$ cat src/rtl/msi_frame_pkg.sv
package msi_frame_pkg;

    localparam logic [11:0] OFS_TYPE     = 12'h008;
    localparam logic [11:0] OFS_DOORBELL = 12'h040;
    localparam logic [11:0] OFS_IDENT    = 12'hFCC;
    localparam logic [11:0] OFS_OPTID_LO = 12'hFD0;
    localparam logic [11:0] OFS_OPTID_HI = 12'hFFC;

    localparam logic [31:0] IDENT_WORD   = 32'h0510_0000;
    localparam int          ID_OFFSET    = 32;
    localparam int          MAX_LINES    = 128;
    localparam int          MAX_ID_LIMIT = 1020;

    typedef enum logic [1:0] {
        RD_ZERO  = 2'd0,
        RD_TYPE  = 2'd1,
        RD_IDENT = 2'd2
    } rd_sel_e;

    typedef struct packed {
        logic       hit;
        logic [9:0] idx;
    } db_decode_t;

    function automatic logic read_size_ok(input logic [2:0] size);
        return size == 3'd4;
    endfunction

    function automatic logic write_size_ok(input logic [2:0] size);
        return (size == 3'd2) || (size == 3'd4);
    endfunction

    function automatic rd_sel_e classify_read(input logic [11:0] addr);
        rd_sel_e sel;
        if (addr == OFS_TYPE)
            sel = RD_TYPE;
        else if (addr == OFS_IDENT)
            sel = RD_IDENT;
        else
            sel = RD_ZERO;  // optional id area and unmapped offsets
        return sel;
    endfunction

endpackage

$ cat src/rtl/msi_read_port.sv
module msi_read_port
    import msi_frame_pkg::*;
#(
    parameter int FIRST_ID  = 32,
    parameter int NUM_LINES = 64
) (
    input  logic        clk,
    input  logic        rst,
    input  logic        rd_en,
    input  logic [11:0] addr,
    input  logic [2:0]  size,
    output logic [31:0] rd_data
);
    localparam logic [15:0] FIRST_W = 16'(FIRST_ID);
    localparam logic [15:0] COUNT_W = 16'(NUM_LINES);
    localparam logic [31:0] TYPE_WORD = {FIRST_W, COUNT_W};

    rd_sel_e     sel;
    logic [31:0] rd_next;

    always_comb begin
        sel     = classify_read(addr);
        rd_next = '0;
        if (rd_en && read_size_ok(size)) begin
            unique case (sel)
                RD_TYPE:  rd_next = TYPE_WORD;
                RD_IDENT: rd_next = IDENT_WORD;
                default:  rd_next = '0;
            endcase
        end
    end

    always_ff @(posedge clk) begin
        if (rst)
            rd_data <= '0;
        else
            rd_data <= rd_next;
    end
endmodule

$ cat src/rtl/msi_doorbell.sv
module msi_doorbell
    import msi_frame_pkg::*;
#(
    parameter int FIRST_ID  = 32,
    parameter int NUM_LINES = 64
) (
    input  logic                 clk,
    input  logic                 rst,
    input  logic                 wr_en,
    input  logic [11:0]          addr,
    input  logic [2:0]           size,
    input  logic [9:0]           msg_id,
    output logic [NUM_LINES-1:0] irq_pulse
);
    localparam logic [10:0] LO_ID = 11'(FIRST_ID);
    localparam logic [10:0] HI_ID = 11'(FIRST_ID + NUM_LINES);

    db_decode_t           dec;
    logic [NUM_LINES-1:0] pulse_next;

    always_comb begin
        dec.hit = wr_en && (addr == OFS_DOORBELL) && write_size_ok(size)
                  && ({1'b0, msg_id} >= LO_ID) && ({1'b0, msg_id} < HI_ID);
        dec.idx = msg_id - LO_ID[9:0];
    end

    for (genvar i = 0; i < NUM_LINES; i++) begin : g_line
        assign pulse_next[i] = dec.hit && (dec.idx == 10'(i));
    end

    always_ff @(posedge clk) begin
        if (rst)
            irq_pulse <= '0;
        else
            irq_pulse <= pulse_next;
    end
endmodule

$ cat src/rtl/msi_pulse_frame.sv
module msi_pulse_frame
    import msi_frame_pkg::*;
#(
    parameter int BASE_SPI  = 0,
    parameter int NUM_LINES = 64
) (
    input  logic                 clk,
    input  logic                 rst,
    input  logic                 bus_valid,
    input  logic                 bus_write,
    input  logic [11:0]          bus_addr,
    input  logic [2:0]           bus_size,
    input  logic [31:0]          bus_wdata,
    output logic [31:0]          rd_data,
    output logic [NUM_LINES-1:0] irq_pulse
);
    localparam int FIRST_ID = BASE_SPI + ID_OFFSET;

    if (NUM_LINES < 1 || NUM_LINES > MAX_LINES) begin : g_bad_count
        $error("msi_pulse_frame: NUM_LINES out of range 1..128");
    end
    if (BASE_SPI < 0 || FIRST_ID + NUM_LINES > MAX_ID_LIMIT) begin : g_bad_base
        $error("msi_pulse_frame: interrupt range passes ID 1020");
    end

    logic rd_en;
    logic wr_en;

    assign rd_en = bus_valid && !bus_write;
    assign wr_en = bus_valid &&  bus_write;

    msi_read_port #(.FIRST_ID(FIRST_ID), .NUM_LINES(NUM_LINES)) u_read (
        .clk     (clk),
        .rst     (rst),
        .rd_en   (rd_en),
        .addr    (bus_addr),
        .size    (bus_size),
        .rd_data (rd_data)
    );

    msi_doorbell #(.FIRST_ID(FIRST_ID), .NUM_LINES(NUM_LINES)) u_bell (
        .clk       (clk),
        .rst       (rst),
        .wr_en     (wr_en),
        .addr      (bus_addr),
        .size      (bus_size),
        .msg_id    (bus_wdata[9:0]),
        .irq_pulse (irq_pulse)
    );
endmodule

$ cat config.mk
export PLATFORM = sky130hd
export DESIGN_NAME = msi_pulse_frame
export DESIGN_NICKNAME = d
export VERILOG_FILES = /design/src/rtl/msi_frame_pkg.sv /design/src/rtl/msi_read_port.sv /design/src/rtl/msi_doorbell.sv /design/src/rtl/msi_pulse_frame.sv
export SDC_FILE = /design/constraint.sdc
export NUM_CORES = 1
export LEC_CHECK = 0
export BUFFER_PORTS_ARGS = -buffer_cell sky130_fd_sc_hd__buf_4
export CAP_MARGIN = 20
export CELL_PAD_IN_SITES_DETAIL_PLACEMENT = 0
export CELL_PAD_IN_SITES_GLOBAL_PLACEMENT = 1
export CORE_UTILIZATION = 25
export CTS_CLUSTER_DIAMETER = 200
export DETAILED_ROUTE_END_ITERATION = 10
export HOLD_SLACK_MARGIN = 0.03
export PLACE_DENSITY = 0.65
export SYNTH_ARGS = -nofsm -noshare
export SYNTH_HDL_FRONTEND = slang
export SYNTH_HIERARCHICAL = 1
export SYNTH_SLANG_ARGS = --single-unit
$ cat constraint.sdc
create_clock -name clk -period 1.4 [get_ports clk]
set_clock_uncertainty 0.1 [all_clocks]
set_input_delay 0 -clock clk [delete_from_list [all_inputs] [get_ports clk]]
set_output_delay 0 -clock clk [all_outputs]
set_load 0.05 [all_outputs]
# After elaboration in Yosys (flattened, before gate mapping)
# Cells that the tools add are included.
# op_classes
add_sub_neg	1
n_mul	0
div_mod_pow	0
order_cmp	2
n_eq_ne	70
shifts	0
mux	3
bitwise_logic	1
n_reduce_logical	75
# op_table
operator	count
$eq 10x6->1 const B	32
$eq 10x5->1 const B	16
$eq 10x4->1 const B	8
$logic_and 1x1->1	71
$pmux 27 s2	1
$eq 10x3->1 const B	4
$eq 10x2->1 const B	2
$eq 12x12->1 const B	1
$eq 12x4->1 const B	1
$eq 12x7->1 const B	1
$eq 10x1->1 const B	1
$ge 10x6->1 const B	1
$logic_not 10->1	1
$lt 10x7->1 const B	1
$sub 10x6->10 const B	1
$mux 2	2
$eq 3x2->1 const B	1
$eq 3x3->1 const B	1
$eq 2x1->1 const B	1
$eq 2x2->1 const B	1
$reduce_or 2->1	1
$logic_not 1->1	1
$logic_or 1x1->1	1
$not 1->1	1
# word_totals
reg_bits	96
latchBits	0
ramBits	0
romBits	0
in_bits	51
output_inout_bits	96
elab_cells	154
memories	0

# Logic depth before layout (Yosys ltp)
# Gate-level depths: netlist (run 1).
# logic_depth
depth_word	6
ltp_mapped	8
ltp_nobuf	6

# Cells and area by module
# Netlist (run 1), hierarchy kept.
# modules_own_cells
mod	n_inst	cells_each	area_per_inst_um2
msi_doorbell	1	222	2252.2
msi_read_port	1	43	342.8
msi_pulse_frame	1	2	16.3

# Least setup slack after synthesis (run 1)
# OpenSTA, ideal clock, no wires.
# synth_path
path_kind	input -> register
start	input port bus_wdata[5]
end	register u_bell.irq_pulse[17]
arrival_ns	1.333
required_ns	1.208
slack_ns	-0.125
path_stages	8
cell_sequence	inv_1 ha_1 xnor2_1 and3_1 buf_2 clkbuf_1 nand3_1 nor4_1
# synth_via
elab_chain_len	4
word_cells_on_any_way	7
cone_classes	1 x add/sub; 2 x order compare; 1 x eq/ne; 3 x reduce/logical
# synth_lines
element	line_no	text
start, declared	msi_pulse_frame.sv:13	input logic [31:0] bus_wdata,
parallel branches: the longest is 3 deep, another holds $sub 10x6->10	--	
$logic_and 1x1->1 (*)	msi_doorbell.sv:28	assign pulse_next[i] = dec.hit && (dec.idx == 10'(i));
end signal, assigned	msi_doorbell.sv:35	irq_pulse <= pulse_next;
end, declared	msi_doorbell.sv:13	output logic [NUM_LINES-1:0] irq_pulse
# Every way passes the cells marked *.
# A chain may end at the register's enable or synchronous reset.

# Worst setup path after layout (run 1)
# layout_path
start	input port bus_addr[8]
end	register u_bell.irq_pulse[25]
# layout_via
elab_chain_len	6
# layout_lines
element	line_no	text
start, declared	msi_pulse_frame.sv:11	input logic [11:0] bus_addr,
$eq 12x7->1	msi_doorbell.sv:22	dec.hit = wr_en && (addr == OFS_DOORBELL) && write_size_ok(size)
$logic_and 1x1->1 (2 in series)	msi_doorbell.sv:22	
$logic_and 1x1->1 (2 in series)	msi_doorbell.sv:23	&& ({1'b0, msg_id} >= LO_ID) && ({1'b0, msg_id} < HI_ID);
$logic_and 1x1->1	msi_doorbell.sv:28	
# Every way passes these cells.

==> qor.csv, run 1 <==
stage,metric,value,unit
synth,"Seq/Total Area, Yosys",0.506,
die,core area,9950,um2
synth,Synth Warn #,6,
synth,fraction of registers with async set/reset,0,
die,row count,36,
global_route,met1 track demand over resource,0.163,
synth,post-synthesis simple-gate area fraction,0.311,
placement,placed cells,509,
critical_path,Worst Setup Path Type,primary input to flop,
die,chip height,104,um
die,Initial Utilization,0.262,
sta,Max-Slew Margin vs Limit,0.613,
placement,dpl cell area,3600,um2
global_route,grt total ovfl,0,
sta,Peak Freq,720,MHz
clock_tree,Root Driver,clkbuf_8,
synth,top cell type by total area after synthesis,dfxtp_1,
global_route,first-pass GRT wire length,12.1,mm
sta,final max-slew violation count,0,
route,vias per cell,4.64,
route,DRT iter0 DRCs,119,
clock_tree,CTS buffer count,9,
critical_path,CP Launch Type,primary input,
clock_tree,clk sinks,66,
power,Cell Pwr Density,947,nW/um2
sta,Tcrit/Tclk final,0.992,
final_layout,Layout Nets,460,
synth,"flops & latches, synth",66,
final_layout,# diodes,0,
placement,IO buf count,97,
synth,adder-cell share of the synthesized area,0.00958,
power,Pleak,1.71,nW
synth,post-synthesis mux area share,0,
sta,Fin. Hold Viols,0,
clock_tree,CTS tree,yes,
sta,setup violators final,0,
clock_tree,H-tree Lvls,3,
final_layout,"commonest non-fill, non-tap cell in the layout",buf_4,
route,total wire length,7.89,mm
synth,Synth top area share,0.506,
die,die width,104,um
die,Die ar.,10900,um2
global_route,GR Util met2,0.243,
placement,HPWL after detailed placement,5.20,mm
critical_path,CP Data Required Time,1.54,ns
final_layout,final cell count without fillers,545,
final_layout,P&R area growth vs syn,65.8,%
critical_path,critical path arrival,1.53,ns
synth,Synth Area per Inst,9.78,um2
worst_hold_path,worst hold path type,primary input to flop,
final_layout,layout cells sized above 1,0.505,
route,wire length per cell,14.5,um
global_route,vias in the first global route,2419,
final_layout,most frequent cells in the layout,"135 x buf_4, 66 x dfxtp_1, 34 x nor4_2",
global_route,pin count of the biggest net entering global routing,47,
route,vias post-DR,2527,
critical_path,worst setup path end,u_bell/irq_pulse[25],
critical_path,CP max FO,32,
clock_tree,clock-pin slew on the worst setup and hold paths,0.08,ns
global_route,met3 GRT Util,0.0470,
placement,Routability Congestion,0.745,
synth,Yosys cell types,36,
power,worst vdd ir,389,uV
synth,number of flops mapped to enable cells by yosys,0,
route,drt first pass iters,4,
clock_tree,Post-CTS Setup Bufs,0,
route,"antenna viol nets, final",0,
synth,ys flop type,dfxtp_1,
job,maxcap violations,0,
die,io pins,147,
synth,Post-Syn Area,2610,um2
final_layout,Finished Cell Area,4330,um2
sta,fin crit period,1.39,ns
synth,Synth area leaders,"dfxtp_1 51%, nor4_1 16%, buf_4 8.6%, nand3_1 3.6%, buf_6 3.4%",
sta,RSZ-0062 raised after global routing,true,
synth,XOR/XNOR share of the synthesized area,0.00671,
run_status,status,"finished, final reports clean",
critical_path,worst setup path startpoint,bus_addr[8],
critical_path,endpoint type of the worst setup path,flop,
synth,cells after synthesis,267,
synth,compound-gate portion of the synthesized area,0.0149,
final_layout,fin util,0.435,
synth,main combinational cell family by area after synthesis,simple AND/OR/NAND/NOR gates,
sta,Tightest Pin Transition,0.579,ns
route,residual DRC count,0,
global_route,GRT Resource Usage Total,0.143,
global_route,GR peak layer,met2,
global_route,initial antenna violation count,0,
clock_tree,buffer levels on the longest clock path,2,
==> sequential cells by signal, indices dropped and copies added, names as in the netlist <==
register          cells
u_read/rd_data        2
u_bell/irq_pulse     64
==> cell families after synthesis <==
group,count (synthesis)
flops,66
other cells,1
compound gates,5
fa+ha+maj,2
buf+inv,58
simple gates,133
xor+xnor,2
==> worst max-delay path, stage by stage <==
cell      delay [ns]
buf_4           0.13
nor4_4          0.29
o211ai_1        0.13
or3_4           0.45
buf_12          0.21
nor4_1          0.31
==> per-layer routing <==
layer	up-vias	routed length (um)
met5	-	0
met4	0	141
met3	16	620
met2	128	4000
met1	1173	3130
li1	1210	-
==> synthesized netlist by cell type, drive strengths merged, types with 2 or more instances <==
cell and instances:
nor2b 2, nor2 5, dfxtp 66, inv 2
clkbuf 13, ha 2, nor4b 2, buf 42
nand3 19, nor3b 4, nand2 13, nor4 67
nor3 5, nand4 7, and3 2
==> stage by stage <==
step / setup slack [ns] / power, mW / setup TNS, ns / hold WS, ns
finish: 0.0113 / 4.10 / 0 / 0.0525
detailed placement: -0.617 / 2.44 / -31.50 / 0.165
global route: -0.0694 / 4.24 / -1.04 / 0.0619
CTS: 0.0524 / 4.10 / 0 / 0.0403
global placement: -0.616 / 2.43 / -30.81 / 0.165
floorplan: -0.0320 / 2.29 / -1.16 / 0.0427
==> where the power goes <==
| group | internal (mW) | switching (mW) |
|---|---|---|
| clock network | 0.869 | 0.741 |
| logic | 0.208 | 0.404 |
| registers | 1.88 | 0.000000311 |
| total | 2.95 | 1.15 |
==> worst min path at each step <==
| stage | start | end | slack, ns | cells after the start |
|---|---|---|---|---|
| finish | bus_wdata[0] | u_bell/irq_pulse[23] | 0.05 | 4 |
| global route | bus_wdata[0] | u_bell/irq_pulse[23] | 0.06 | 4 |
| CTS | bus_wdata[0] | u_bell/irq_pulse[23] | 0.04 | 4 |
| detailed placement | bus_addr[6] | u_read/rd_data[21] | 0.17 | 4 |
| global placement | bus_addr[8] | u_read/rd_data[21] | 0.16 | 4 |
| floorplan | bus_addr[2] | u_read/rd_data[21] | 0.04 | 3 |
==> cell type report <==
cell class              instances  area (um2)
fillers                       968        5630
well taps                     133         166
clock inverters                 6        66.3
repair buffers                158        1290
flip-flops and latches         66        1320
clock buffers                  10         138
multi-input cells             169        1330
inverters                       3        13.8
==> timing repair <==
| item | 4_1_cts | 5_1_grt |
|---|---|---|
| endpoints found under the setup margin | 64 | 59 |
| pin swaps | 2 | 2 |
| hold endpoints to repair | 9 | 1 |
| hold buffers | 19 | 2 |
| cloned | 1 | 0 |
| resized for setup | 23 | 27 |
Note: power is estimated with default switching activity, not from simulation.
==> inputs of run 2 (changes only) <==
--- a/config.mk
+++ b/config.mk
@@ -13,7 +13,8 @@
 export CTS_CLUSTER_DIAMETER = 200
 export DETAILED_ROUTE_END_ITERATION = 10
 export HOLD_SLACK_MARGIN = 0.03
-export PLACE_DENSITY = 0.65
+export PLACE_DENSITY = 0.63
+export SLEW_MARGIN = 20
 export SYNTH_ARGS = -nofsm -noshare
 export SYNTH_HDL_FRONTEND = slang
 export SYNTH_HIERARCHICAL = 1
==> constraint.sdc (replaced) <==
create_clock -name clk -period 1.33 [get_ports clk]
set_clock_uncertainty 0.1 [all_clocks]
set_input_delay 0 -clock clk [delete_from_list [all_inputs] [get_ports clk]]
set_output_delay 0 -clock clk [all_outputs]
set_load 0.05 [all_outputs]
==> run 2 against run 1 <==
Against the previous run: the run now ends with setup timing left; sequential share of layout area decreased by 4.2 points; worst setup slack got worse by 0.095 ns; hold slack got worse by 0.033 ns; highest routed layer unchanged.
==> qor.csv, run 2 (same netlist as run 1, synthesis figures left out) <==
stage,metric,value,unit
die,Initial Utilization,0.262,
final_layout,# diodes,0,
final_layout,P&R area growth vs syn,92.2,%
power,Total Power,4.91,mW
clock_tree,clk sinks,66,
clock_tree,CTS buffer count,9,
sta,Tightest Pin Transition,0.850,ns
placement,HPWL after detailed placement,5.10,mm
worst_hold_path,worst hold path type,primary input to flop,
clock_tree,H-tree Lvls,3,
final_layout,"commonest non-fill, non-tap cell in the layout",buf_4,
die,io pins,147,
die,core area,9950,um2
global_route,vias in the first global route,2273,
worst_hold_path,Hold Startpoint,bus_addr[2],
global_route,initial antenna violation count,0,
route,drt first pass iters,4,
global_route,grt total ovfl,0,
critical_path,CP Data Required Time,1.47,ns
clock_tree,clock-pin slew on the worst setup and hold paths,0.07,ns
global_route,pin count of the biggest net entering global routing,33,
final_layout,top flop regs,"u_bell/irq_pulse x64, u_read/rd_data x2",
route,wire length per cell,15.8,um
sta,Tcrit/Tclk final,1.06,
clock_tree,buffer levels on the longest clock path,2,
global_route,first-pass GRT wire length,12.0,mm
run_status,failing checks,setup timing,
die,Die ar.,10900,um2
sta,min setup slack post-route,-0.0837,ns
placement,placed cells,504,
final_layout,Layout Nets,466,
power,Cell Pwr Density,977,nW/um2
sta,final max-slew violation count,0,
critical_path,CP Launch Type,primary input,
job,maxcap violations,0,
sta,Fin. Hold Viols,0,
global_route,GRT Resource Usage Total,0.139,
placement,IO buf count,97,
sta,setup violators final,26,
critical_path,critical path arrival,1.55,ns
route,vias post-DR,2542,
critical_path,Worst Setup Path Type,primary input to flop,
worst_hold_path,Hold Path Stages,4,
route,vias per cell,4.61,
sta,Peak Freq,707,MHz
power,worst vdd ir,562,uV
critical_path,CP max FO,16,
sta,minimum hold slack,0.0191,ns
final_layout,most frequent cells in the layout,"125 x buf_4, 66 x dfxtp_1, 38 x nor4_4",
placement,dpl ws,-0.585,ns
worst_hold_path,Hold Path End,u_read/rd_data[24],
die,chip height,104,um
route,residual DRC count,0,
die,die width,104,um
route,total wire length,8.68,mm
sta,RSZ-0062 raised after global routing,true,
final_layout,final cell count without fillers,551,
final_layout,max reg flops,64,
sta,fin crit period,1.41,ns
route,DRT iter0 DRCs,88,
sta,Max-Slew Margin vs Limit,0.433,
final_layout,largest register by flop count,u_bell/irq_pulse,
critical_path,endpoint type of the worst setup path,flop,
final_layout,fin util,0.504,
die,row count,36,
placement,Routability Congestion,0.717,
route,"antenna viol nets, final",0,
final_layout,layout cells sized above 1,0.577,
clock_tree,CTS tree,yes,
run_status,status,"complete, but fails checks",
clock_tree,Root Driver,clkbuf_8,
power,Pleak,2.14,nW
[run 2: cell count changes in the layout (fill, tap and decap cells not counted), sizes merged, moves of 2 or more]
cell	before	now
buf	139	146
bufinv	1	4
clkbuf	10	13
clkinvlp	3	1
dlygate4sd3	18	12
[run 2: critical path: stages]
cell and delay [ns]:
buf_4 0.13, nor4b_4 0.26, nand4_1 0.12, or3_4 0.52, clkbuf_16 0.23, nor4_2 0.29
[run 2: what timing repair did]
item	CTS	global route
cloned	1	5
endpoints found under the hold margin	14	0
pin swaps	0	32
hold buffers	16	0
buffers inserted	0	11
resized for setup	21	99
endpoints found under the setup margin	63	56
[run 2: worst max path at each step]
stage | startpoint | endpoint | slack (ns) | depth (start not counted)
global placement | bus_wdata[0] | u_bell/irq_pulse[39] | -0.57 | 6
detailed placement | bus_wdata[0] | u_bell/irq_pulse[40] | -0.58 | 6
CTS | bus_addr[9] | u_read/rd_data[24] | 0.003 | 6
global route | bus_addr[9] | u_bell/irq_pulse[58] | -0.15 | 6
finish | bus_addr[9] | u_bell/irq_pulse[58] | -0.08 | 6
floorplan | bus_write | u_bell/irq_pulse[45] | -0.10 | 7
[run 2: layout make-up]
cell class / instances / area (um2)
tap: 133 / 166
clock buffer: 9 / 124
fill: 878 / 4940
sequential: 66 / 1320
inverter: 3 / 16.3
clock inverter: 7 / 141
timing repair buffer: 164 / 1490
multi-input combinational: 169 / 1760
[run 2: per-layer routing]
layer  vias up  share of wire  global-route usage
li1       1224              -                   -
met5         -              0                   0
met1      1210           0.41               0.169
met3        10          0.045              0.0345
met2        98           0.54               0.240
met4         0          0.012              0.0459
[run 2: through the flow]
step / cell area, um2 / setup TNS, ns
floorplan: 2770 / -4.41
global placement: 3600 / -29.84
detailed placement: 3600 / -31.77
CTS: 4180 / 0
global route: 5020 / -2.88
finish: 5020 / -0.879
[run 2: power by group]
| group | total, mW | switching [mW] | internal [mW] | leakage [nW] |
|---|---|---|---|---|
| sequential | 1.98 | 0.000000253 | 1.98 | 0.531 |
| combinational | 0.741 | 0.498 | 0.242 | 1.48 |
| clock | 2.19 | 0.756 | 1.43 | 0.129 |
